--- src/rtl/rxoc_pkg.sv ---
package rxoc_pkg;

   typedef enum logic [2:0] {
      MODE_HOLD = 3'd0,
      MODE_PDN  = 3'd1,
      MODE_LOS  = 3'd2,
      MODE_TEST = 3'd3,
      MODE_DATA = 3'd4
   } rx_mode_e;

   // fixed priority: start-up hold, power-down, loss of signal, self-test, data
   function automatic rx_mode_e pick_mode(input logic hold, input logic en,
                                          input logic los, input logic test);
      if (hold)      return MODE_HOLD;
      else if (!en)  return MODE_PDN;
      else if (los)  return MODE_LOS;
      else if (test) return MODE_TEST;
      else           return MODE_DATA;
   endfunction

endpackage

--- src/rtl/rxoc_por_timer.sv ---
module rxoc_por_timer #(
   parameter int unsigned CYCLES = 65536
) (
   input  logic clk_ref,
   input  logic rst_n,
   output logic hold
);
   localparam int unsigned CW = $clog2(CYCLES + 1);
   localparam logic [CW-1:0] LAST = CW'(CYCLES);

   logic [CW-1:0] cnt_q;

   always_ff @(posedge clk_ref or negedge rst_n) begin
      if (!rst_n)           cnt_q <= '0;
      else if (cnt_q != LAST) cnt_q <= cnt_q + 1'b1;
   end

   assign hold = (cnt_q != LAST);

   // once the hold has ended it never returns without a reset
   assert_hold_ends_once_R1: assert property (@(posedge clk_ref) disable iff (!rst_n)
      !hold |=> !hold);

endmodule

--- src/rtl/rxoc_pass_track.sv ---
module rxoc_pass_track (
   input  logic clk_ref,
   input  logic rst_n,
   input  logic clr,
   input  logic prbs_en,
   input  logic prbs_err,
   output logic pass_nxt
);
   logic pass_q;

   always_comb begin
      if (clr || !prbs_en) pass_nxt = 1'b1;
      else                 pass_nxt = pass_q & ~prbs_err;
   end

   always_ff @(posedge clk_ref or negedge rst_n) begin
      if (!rst_n) pass_q <= 1'b1;
      else        pass_q <= pass_nxt;
   end

   assert_pass_sticky_R6: assert property (@(posedge clk_ref) disable iff (!rst_n)
      (!pass_q && prbs_en && !clr) |=> !pass_q);

   assert_err_drops_pass_R6: assert property (@(posedge clk_ref) disable iff (!rst_n)
      (prbs_en && prbs_err && !clr) |=> !pass_q);

endmodule

--- src/rtl/rxoc_out_stage.sv ---
module rxoc_out_stage
   import rxoc_pkg::*;
#(
   parameter int unsigned DATA_W = 16
) (
   input  logic              clk_ref,
   input  logic              rst_n,
   input  rx_mode_e          mode,
   input  logic              loop_en,
   input  logic              pass_nxt,
   input  logic [DATA_W-1:0] rx_data_in,
   input  logic              rk_hi_in,
   input  logic              rk_lo_in,
   output logic [DATA_W-1:0] rx_data_out,
   output logic              rx_data_oe,
   output logic              rk_hi_out,
   output logic              rk_hi_oe,
   output logic              rk_lo_out,
   output logic              rk_lo_oe,
   output logic              rx_clk_gate,
   output logic              tx_ser_oe,
   output logic              loop_sel
);
   logic [DATA_W-1:0] data_d;
   logic              live, bus_live, hi_d, lo_d;

   assign live     = (mode != MODE_HOLD);
   assign bus_live = live && (mode != MODE_PDN);

   // per-bit selection: forced high on loss of signal, passed through when live
   for (genvar b = 0; b < DATA_W; b++) begin : g_bit
      always_comb begin
         unique case (mode)
            MODE_LOS:             data_d[b] = 1'b1;
            MODE_TEST, MODE_DATA: data_d[b] = rx_data_in[b];
            default:              data_d[b] = 1'b0;
         endcase
      end
   end

   always_comb begin
      unique case (mode)
         MODE_LOS:  begin hi_d = 1'b1;     lo_d = 1'b1;     end
         MODE_TEST: begin hi_d = rk_hi_in; lo_d = pass_nxt; end
         MODE_DATA: begin hi_d = rk_hi_in; lo_d = rk_lo_in; end
         default:   begin hi_d = 1'b0;     lo_d = 1'b0;     end
      endcase
   end

   always_ff @(posedge clk_ref or negedge rst_n) begin
      if (!rst_n) begin
         rx_data_out <= '0;
         rx_data_oe  <= 1'b0;
         rk_hi_out   <= 1'b0;
         rk_hi_oe    <= 1'b0;
         rk_lo_out   <= 1'b0;
         rk_lo_oe    <= 1'b0;
         rx_clk_gate <= 1'b0;
         tx_ser_oe   <= 1'b0;
         loop_sel    <= 1'b0;
      end else begin
         rx_data_out <= data_d;
         rx_data_oe  <= bus_live;
         rk_hi_out   <= hi_d;
         rk_hi_oe    <= live;
         rk_lo_out   <= lo_d;
         rk_lo_oe    <= bus_live;
         rx_clk_gate <= live;
         tx_ser_oe   <= bus_live && !loop_en;
         loop_sel    <= live && loop_en;
      end
   end

endmodule

--- src/rtl/rx_out_ctrl.sv ---
module rx_out_ctrl
   import rxoc_pkg::*;
#(
   parameter int unsigned DATA_W     = 16,
   parameter int unsigned POR_CYCLES = 65536,
   parameter int unsigned REF_MHZ    = 100
) (
   input  logic              clk_ref,
   input  logic              rst_n,
   input  logic              enable,
   input  logic              los_flag,
   input  logic              prbs_en,
   input  logic              loop_en,
   input  logic              prbs_err,
   input  logic [DATA_W-1:0] rx_data_in,
   input  logic              rk_hi_in,
   input  logic              rk_lo_in,
   output logic [DATA_W-1:0] rx_data_out,
   output logic              rx_data_oe,
   output logic              rk_hi_out,
   output logic              rk_hi_oe,
   output logic              rk_lo_out,
   output logic              rk_lo_oe,
   output logic              rx_clk_gate,
   output logic              tx_ser_oe,
   output logic              loop_sel
);
   localparam int unsigned MS_CYCLES = REF_MHZ * 1000;

   if (DATA_W < 1) begin : g_bad_width
      $error("DATA_W must be at least 1");
   end
   if (POR_CYCLES < 1) begin : g_bad_por
      $error("POR_CYCLES must be at least 1");
   end
   if (POR_CYCLES >= MS_CYCLES) begin : g_por_too_long
      $error("start-up hold must stay below one millisecond of reference clock");
   end

   logic     hold, pass_nxt;
   rx_mode_e mode;

   rxoc_por_timer #(.CYCLES(POR_CYCLES)) i_timer (
      .clk_ref (clk_ref),
      .rst_n   (rst_n),
      .hold    (hold)
   );

   assign mode = pick_mode(hold, enable, los_flag, prbs_en);

   rxoc_pass_track i_pass (
      .clk_ref  (clk_ref),
      .rst_n    (rst_n),
      .clr      (hold),
      .prbs_en  (prbs_en),
      .prbs_err (prbs_err),
      .pass_nxt (pass_nxt)
   );

   rxoc_out_stage #(.DATA_W(DATA_W)) i_out (
      .clk_ref     (clk_ref),
      .rst_n       (rst_n),
      .mode        (mode),
      .loop_en     (loop_en),
      .pass_nxt    (pass_nxt),
      .rx_data_in  (rx_data_in),
      .rk_hi_in    (rk_hi_in),
      .rk_lo_in    (rk_lo_in),
      .rx_data_out (rx_data_out),
      .rx_data_oe  (rx_data_oe),
      .rk_hi_out   (rk_hi_out),
      .rk_hi_oe    (rk_hi_oe),
      .rk_lo_out   (rk_lo_out),
      .rk_lo_oe    (rk_lo_oe),
      .rx_clk_gate (rx_clk_gate),
      .tx_ser_oe   (tx_ser_oe),
      .loop_sel    (loop_sel)
   );

   assert_clk_held_in_hold_R1: assert property (@(posedge clk_ref) disable iff (!rst_n)
      hold |=> (!rx_clk_gate && !rx_data_oe && !rk_hi_oe && !rk_lo_oe));

   assert_pdn_hiz_R3: assert property (@(posedge clk_ref) disable iff (!rst_n)
      (!hold && !enable) |=> (!tx_ser_oe && !rx_data_oe && !rk_lo_oe && rk_hi_oe));

   assert_los_all_high_R4: assert property (@(posedge clk_ref) disable iff (!rst_n)
      (!hold && enable && los_flag) |=> (&rx_data_out && rk_hi_out && rk_lo_out));

   assert_loop_kills_driver_R7: assert property (@(posedge clk_ref) disable iff (!rst_n)
      (!hold && loop_en) |=> (loop_sel && !tx_ser_oe));

   assert_disabled_bus_zero_R9: assert property (@(posedge clk_ref) disable iff (!rst_n)
      !rx_data_oe |-> (rx_data_out == '0));

endmodule

--- config.mk ---
export PLATFORM = sky130hd
export DESIGN_NAME = rx_out_ctrl
export DESIGN_NICKNAME = d
export VERILOG_FILES = /design/src/rtl/rxoc_pkg.sv /design/src/rtl/rxoc_por_timer.sv /design/src/rtl/rxoc_pass_track.sv /design/src/rtl/rxoc_out_stage.sv /design/src/rtl/rx_out_ctrl.sv
export SDC_FILE = /design/constraint.sdc
export NUM_CORES = 1
export LEC_CHECK = 0
export BUFFER_PORTS_ARGS = -buffer_cell sky130_fd_sc_hd__buf_2
export CAP_MARGIN = 20
export CORE_UTILIZATION = 45
export DETAILED_ROUTE_END_ITERATION = 10
export PLACE_DENSITY = 0.74
export SLEW_MARGIN = 20
export SYNTH_ARGS = -nofsm -noshare
export SYNTH_HDL_FRONTEND = slang
export SYNTH_SLANG_ARGS = --single-unit
export TNS_END_PERCENT = 50
--- constraint.sdc ---
create_clock -name clk_ref -period 1.6 [get_ports clk_ref]
set_input_delay 0.08 -clock clk_ref [delete_from_list [all_inputs] [get_ports clk_ref]]
set_output_delay 0.08 -clock clk_ref [all_outputs]
set_load 0.05 [all_outputs]
# --- Word level (Yosys, flattened, before mapping) ---
# Index checks and enable logic that the tools add are counted.
word_totals:
  in_bits: 25
  reg_bits: 40
  wordCells: 48
  ramBits: 0
  mem_count: 0
  mem_bits_ro: 0
  latchBits: 0
op_classes:
  n_mux: 23
  n_reduce_logical: 8
  addsub: 1
  n_eq_ne: 5
  n_mul: 0
  n_lt_le_gt_ge: 0
  shift: 0
  div_mod_pow: 0
  bitwise_logic: 2
ops:
  columns: ["cell", "n"]
  rows:
  - ["1-bit case mux with 2 select lines", 17]
  - ["17-bit by 1-bit adder with 17-bit output, second input constant", 1]
  - ["17-bit != test, second input constant", 1]
  - ["3-bit 2-to-1 mux", 4]
  - ["3-bit by 2-bit == test with 1-bit output, second input constant", 2]
  - ["3-bit == test, second input constant", 1]
  - ["1-bit logical AND", 3]
  - ["3-bit by 1-bit != test with 1-bit output, second input constant", 1]
  - ["1-bit case mux with 3 select lines", 1]
  - ["3-bit nonzero test", 1]
  - ["1-bit logical NOT", 2]
  - ["2-bit OR reduction", 1]
  - ["1-bit AND", 1]
  - ["1-bit logical OR", 1]
  - ["1-bit 2-to-1 mux", 1]
  - ["1-bit NOT", 1]

# --- Longest topological paths before layout ---
depth:
  word_depth: 7
  mapped_depth: 8
  ltp_nobuf: 6

# --- Hierarchy ---
# From an unflattened synthesis, not the netlist that was laid out.
unflattened:
  hier_cells: 150
  hier_area_um2: 1809.2
by_module_without_submodules:
  columns: ["mod", "cells_per_inst", "area_per_inst_um2", "n_inst"]
  rows:
  - ["rxoc_out_stage", 72, 923.4, 1]
  - ["rxoc_por_timer", 69, 808.3, 1]
  - ["rxoc_pass_track", 3, 40.0, 1]
  - ["rx_out_ctrl", 6, 37.5, 1]

# --- Least setup slack after synthesis ---
# No wires, ideal clock.
synth_path:
  kind: "register -> register"
  start: "register i_timer.cnt_q[0]"
  end: "register i_timer.cnt_q[2]"
  path_slack_ns: -0.049
  stages_incl_launch_ff: 8
  n_path_buf: 1
  arrival_time_ns: 1.566
  synth_period_minus_slack_ns: 1.649
  required_ns: 1.517
  path_cell_list: "dfrtp_1 -> inv_1 -> ha_1 -> nor4b_1 -> and4_1 -> buf_2 -> or3b_2 -> o21ai_0"
synth_between:
  elab_chain_cells: 1
  elab_cells_between_ends: 2
synth_rtl:
  columns: ["item", "line", "rtl"]
  rows:
  - ["start: declaration", "rxoc_por_timer.sv:11", "logic [CW-1:0] cnt_q;"]
  - ["start signal: assignment", "rxoc_por_timer.sv:15", "else if (cnt_q != LAST) cnt_q <= cnt_q + 1'b1;"]
  - ["17-bit by 1-bit adder with 17-bit output or 17-bit != test (tied branches)", "rxoc_por_timer.sv:15", null]
# Parallel ways exist; a longest one is shown, timed or not.
# A chain may end at the register's enable or synchronous reset.

# --- Worst setup path in the final report ---
layout_path:
  start: "register i_timer.cnt_q[0]"
  end: "register i_timer.cnt_q[11]"
# The elaborated chain is that of the path after synthesis.

==> metrics.txt <==
# TYPE chip_impl_metric gauge
chip_impl_info{name="result_of_the_run",value="finished clean"} 1
chip_impl_info{name="crit_end_element",value="flip-flop"} 1
chip_impl_metric{name="setup-violations-final",unit=""} 0
chip_impl_metric{name="finalHoldViolCount",unit=""} 0
chip_impl_metric{name="maxSlewHeadroom",unit="%"} 67.91
chip_impl_metric{name="worst_setup_hold_path_clk_slew",unit="ps"} 110
chip_impl_metric{name="die_width",unit="µm"} 61.59
chip_impl_info{name="rsz0062_at_grt",value="true"} 1
chip_impl_metric{name="cts_buffers",unit=""} 5
chip_impl_metric{name="final_cell_area",unit="µm²"} 2366
chip_impl_metric{name="io_buffer_count",unit=""} 48
chip_impl_metric{name="drive_gt1_share",unit="%"} 41.88
chip_impl_metric{name="area.sequential",unit="µm²"} 1003
chip_impl_metric{name="count_of_maximum_capacitance_violations",unit=""} 0
chip_impl_metric{name="remaining_drc_errors",unit=""} 0
chip_impl_metric{name="standby_leakage_power",unit="nW"} 1.233
chip_impl_metric{name="drt-initial-drc-count",unit=""} 46
chip_impl_metric{name="worst_ep_required_time",unit="ps"} 1840
chip_impl_metric{name="crit_path_max_fanout",unit=""} 5
chip_impl_metric{name="layout-area-overhead-vs-synth",unit="%"} 48.08
chip_impl_metric{name="yosys_register_bits",unit=""} 40
chip_impl_metric{name="final_core_utilization",unit="%"} 70.35
chip_impl_metric{name="grt_overflow",unit=""} 0
chip_impl_metric{name="synth_seq_area_share",unit="%"} 62.73
chip_impl_info{name="layer_carrying_the_most_global_route_usage",value="met2"} 1
chip_impl_metric{name="floorplan.rows",unit=""} 21
chip_impl_metric{name="clockBufferDepth",unit=""} 2
chip_impl_metric{name="finalSetupTns",unit="ps"} 0
chip_impl_info{name="hold_path_class",value="input pin to flip-flop"} 1
chip_impl_metric{name="yosys_warnings",unit=""} 0
chip_impl_metric{name="syn_inst",unit=""} 146
chip_impl_metric{name="worst_clock_skew",unit="ps"} 16.64
chip_impl_metric{name="ir_worst_vdd",unit="mV"} 0.5903
chip_impl_info{name="timing_worst_setup_path_type",value="flip-flop to flip-flop"} 1
chip_impl_metric{name="dr_total_vias",unit=""} 1344
chip_impl_metric{name="cell_area_power_density",unit="nW/µm²"} 681.8
chip_impl_metric{name="fmaxAchievable",unit="GHz"} 0.6357
chip_impl_metric{name="slew_viol_final",unit=""} 0
chip_impl_info{name="tritoncts",value="done"} 1
chip_impl_metric{name="gr-usage-all-layers",unit="%"} 21.08
chip_impl_metric{name="clkLatencyLatePin",unit="ps"} 350
chip_impl_metric{name="design.portCount",unit=""} 49
chip_impl_metric{name="remaining_antenna_violation_count_after_routing",unit=""} 0
chip_impl_metric{name="placed_cell_area",unit="µm²"} 1991
chip_impl_metric{name="fin_crit",unit="ps"} 1573
chip_impl_metric{name="ys_types",unit=""} 30
chip_impl_metric{name="cts.sink_count",unit=""} 40
chip_impl_metric{name="synth_nets",unit=""} 173
chip_impl_metric{name="worst-slew-pin-transition",unit="ps"} 481.4
chip_impl_metric{name="multi_input_comb_area",unit="µm²"} 624.3
chip_impl_metric{name="grt_max_degree",unit=""} 22
chip_impl_metric{name="detailedPlacementHpwl",unit="mm"} 2.332
chip_impl_metric{name="h_tree_depth",unit=""} 2
chip_impl_metric{name="num-nets-final",unit=""} 260
chip_impl_metric{name="fill_cells",unit=""} 272
chip_impl_metric{name="wl_per_cell",unit="µm"} 13.58
chip_impl_metric{name="design.core.area",unit="µm²"} 3363
chip_impl_metric{name="router_iterations_before_antenna_repair",unit=""} 4
chip_impl_metric{name="die_area",unit="µm²"} 3793
chip_impl_metric{name="report.power.total",unit="mW"} 1.613
chip_impl_info{name="layout.cells.most_common",value="buf_2"} 1
chip_impl_info{name="cp-start-kind",value="flip-flop"} 1
chip_impl_metric{name="timing.critical_path.arrival",unit="ps"} 1810
chip_impl_metric{name="syn_avg_cell_area",unit="µm²"} 10.94
chip_impl_metric{name="grt_antenna_before_repair",unit=""} 0
chip_impl_metric{name="global_route_wire_length_before_repair",unit="mm"} 5.533
chip_impl_metric{name="route.detailed.vias_per_inst",unit=""} 4.800
chip_impl_info{name="final_cell_mix",value="buf_2, dfrtp_1, nor2_1"} 1
chip_impl_metric{name="syn_area",unit="µm²"} 1598
chip_impl_metric{name="fin_crit_sh",unit="%"} 98.31
chip_impl_metric{name="die_height",unit="µm"} 61.59
chip_impl_metric{name="n_antenna_cell",unit=""} 0
chip_impl_metric{name="effective_utilization_at_floorplan",unit="%"} 47.51
chip_impl_metric{name="number_of_global_route_vias_before_repair",unit=""} 1294
chip_impl_metric{name="totalWireLength",unit="mm"} 3.802
chip_impl_metric{name="gpl.final_weighted_congestion",unit=""} 0.7483
chip_impl_metric{name="met2_usage",unit="%"} 36.10
chip_impl_metric{name="global_route_met3_utilization",unit="%"} 7.563
chip_impl_info{name="library_cell_used_as_clock_root_buffer",value="clkbuf_4"} 1
chip_impl_metric{name="use_met1",unit="%"} 23.20
area by class of cell:
class	count	share of cell area (%)
clock buffer	7	1.904
multi-input combinational	93	26.39
tap	46	2.433
inverter	6	0.9519
clock inverter	1	0.2115
timing repair buffer	87	25.70
sequential	40	42.41
through the flow:
| stage | setup WS (ps) | hold slack, ps | cells |
|---|---|---|---|
| 3_5_place_dp | -45.89 | 65.53 | 247 |
| 5_1_grt | -72.49 | 58.88 | 280 |
| 3_3_place_gp | 30.51 | 58.64 | 247 |
| 4_1_cts | 9.329 | 10.61 | 277 |
| 6_report | 26.99 | 31.21 | 280 |
| 2_1_floorplan | 1.294 | -215.6 | 146 |
synth_stat cells, drive strengths merged:
cell,count,area share [%]
and4,1,0.55
o21ai,1,0.31
buf,5,1.9
nor3b,1,0.47
dfrtp,39,61
nor2,42,10
inv,6,1.4
nor3,2,0.63
or4,1,0.70
clkbuf,2,0.47
xnor2,10,5.5
ha,2,1.6
or3b,1,0.55
xor2,5,2.7
nand3,8,2.8
nand2,5,1.2
nand4,3,1.2
nor4,3,1.6
a21oi,1,0.31
dfstp,1,1.6
and3,2,0.86
and2,1,0.39
nand2b,1,0.39
mux2,1,0.70
nor4b,2,1.1
cell families (layout without fill, tap and decap cells):
kind of cell | count (synthesis) | after routing | share of synthesized area (%)
buffers and inverters | 13 | 101 | 3.758
AOI/OAI and AO/OA | 2 | 2 | 0.6259
and+or+nand+nor | 73 | 73 | 22.40
muxes | 1 | 1 | 0.7047
DFF | 40 | 40 | 62.73
xor gates and xnor gates | 15 | 15 | 8.222
adders and majority gates | 2 | 2 | 1.566
sequential cells by signal, summed over array words and instances (netlist names):
| signal | count |
|---|---|
| i_timer.cnt_q | 17 |
| i_out.rx_data_out | 16 |
| i_out.loop_sel | 1 |
| i_out.rk_hi_oe | 1 |
| i_out.rk_hi_out | 1 |
| i_out.rk_lo_out | 1 |
| i_out.rx_data_oe | 1 |
| i_out.tx_ser_oe | 1 |
| i_pass.pass_q | 1 |
repair_timing:
item | 4_1_cts | 5_1_grt
cloned | 0 | 0
pin swaps | 0 | 3
buffers inserted | 2 | 4
hold endpoints to repair | 39 | 0
hold buffers | 20 | 0
resized for setup | 3 | 19
endpoints found under the setup margin | 20 | 25
report_power, final:
group	leakage, nW	total, mW	internal, mW	switching, mW
logic	0.664	0.116	0.0643	0.0513
registers	0.539	1.01	1.01	0
clock network	0.0293	0.487	0.172	0.316
total	1.23	1.61	1.25	0.367
critical path: stages, from the launching register on:
cell and delay (ps):
dfrtp_1 390, buf_4 160, nand3_2 90, or4_4 560
buf_4 160, xnor2_1 110
per-layer routing:
| metal | vias to the layer above | wire [µm] |
|---|---|---|
| met2 | 32 | 2104 |
| met5 | - | 0 |
| met4 | 0 | 88 |
| met1 | 662 | 1484 |
| li1 | 642 | - |
| met3 | 8 | 124 |
final timing paths:
kind	startpoint	endpoint	slack [ps]	depth (start not counted)
max in group asynchronous	rst_n	i_pass.pass_q$_DFF_PN1_	830	3
worst max register to register	i_timer.cnt_q[0]$_DFFE_PN0P_	i_timer.cnt_q[11]$_DFFE_PN0P_	30	5
worst max-delay path	i_timer.cnt_q[0]$_DFFE_PN0P_	i_timer.cnt_q[11]$_DFFE_PN0P_	30	5
min in group asynchronous	rst_n	i_timer.cnt_q[2]$_DFFE_PN0P_	200	2
worst min-delay path	prbs_err	i_pass.pass_q$_DFF_PN1_	30	3
worst min register to register	i_timer.cnt_q[16]$_DFFE_PN0P_	i_timer.cnt_q[16]$_DFFE_PN0P_	470	1
No activity file was read; power rests on OpenSTA's default activity.
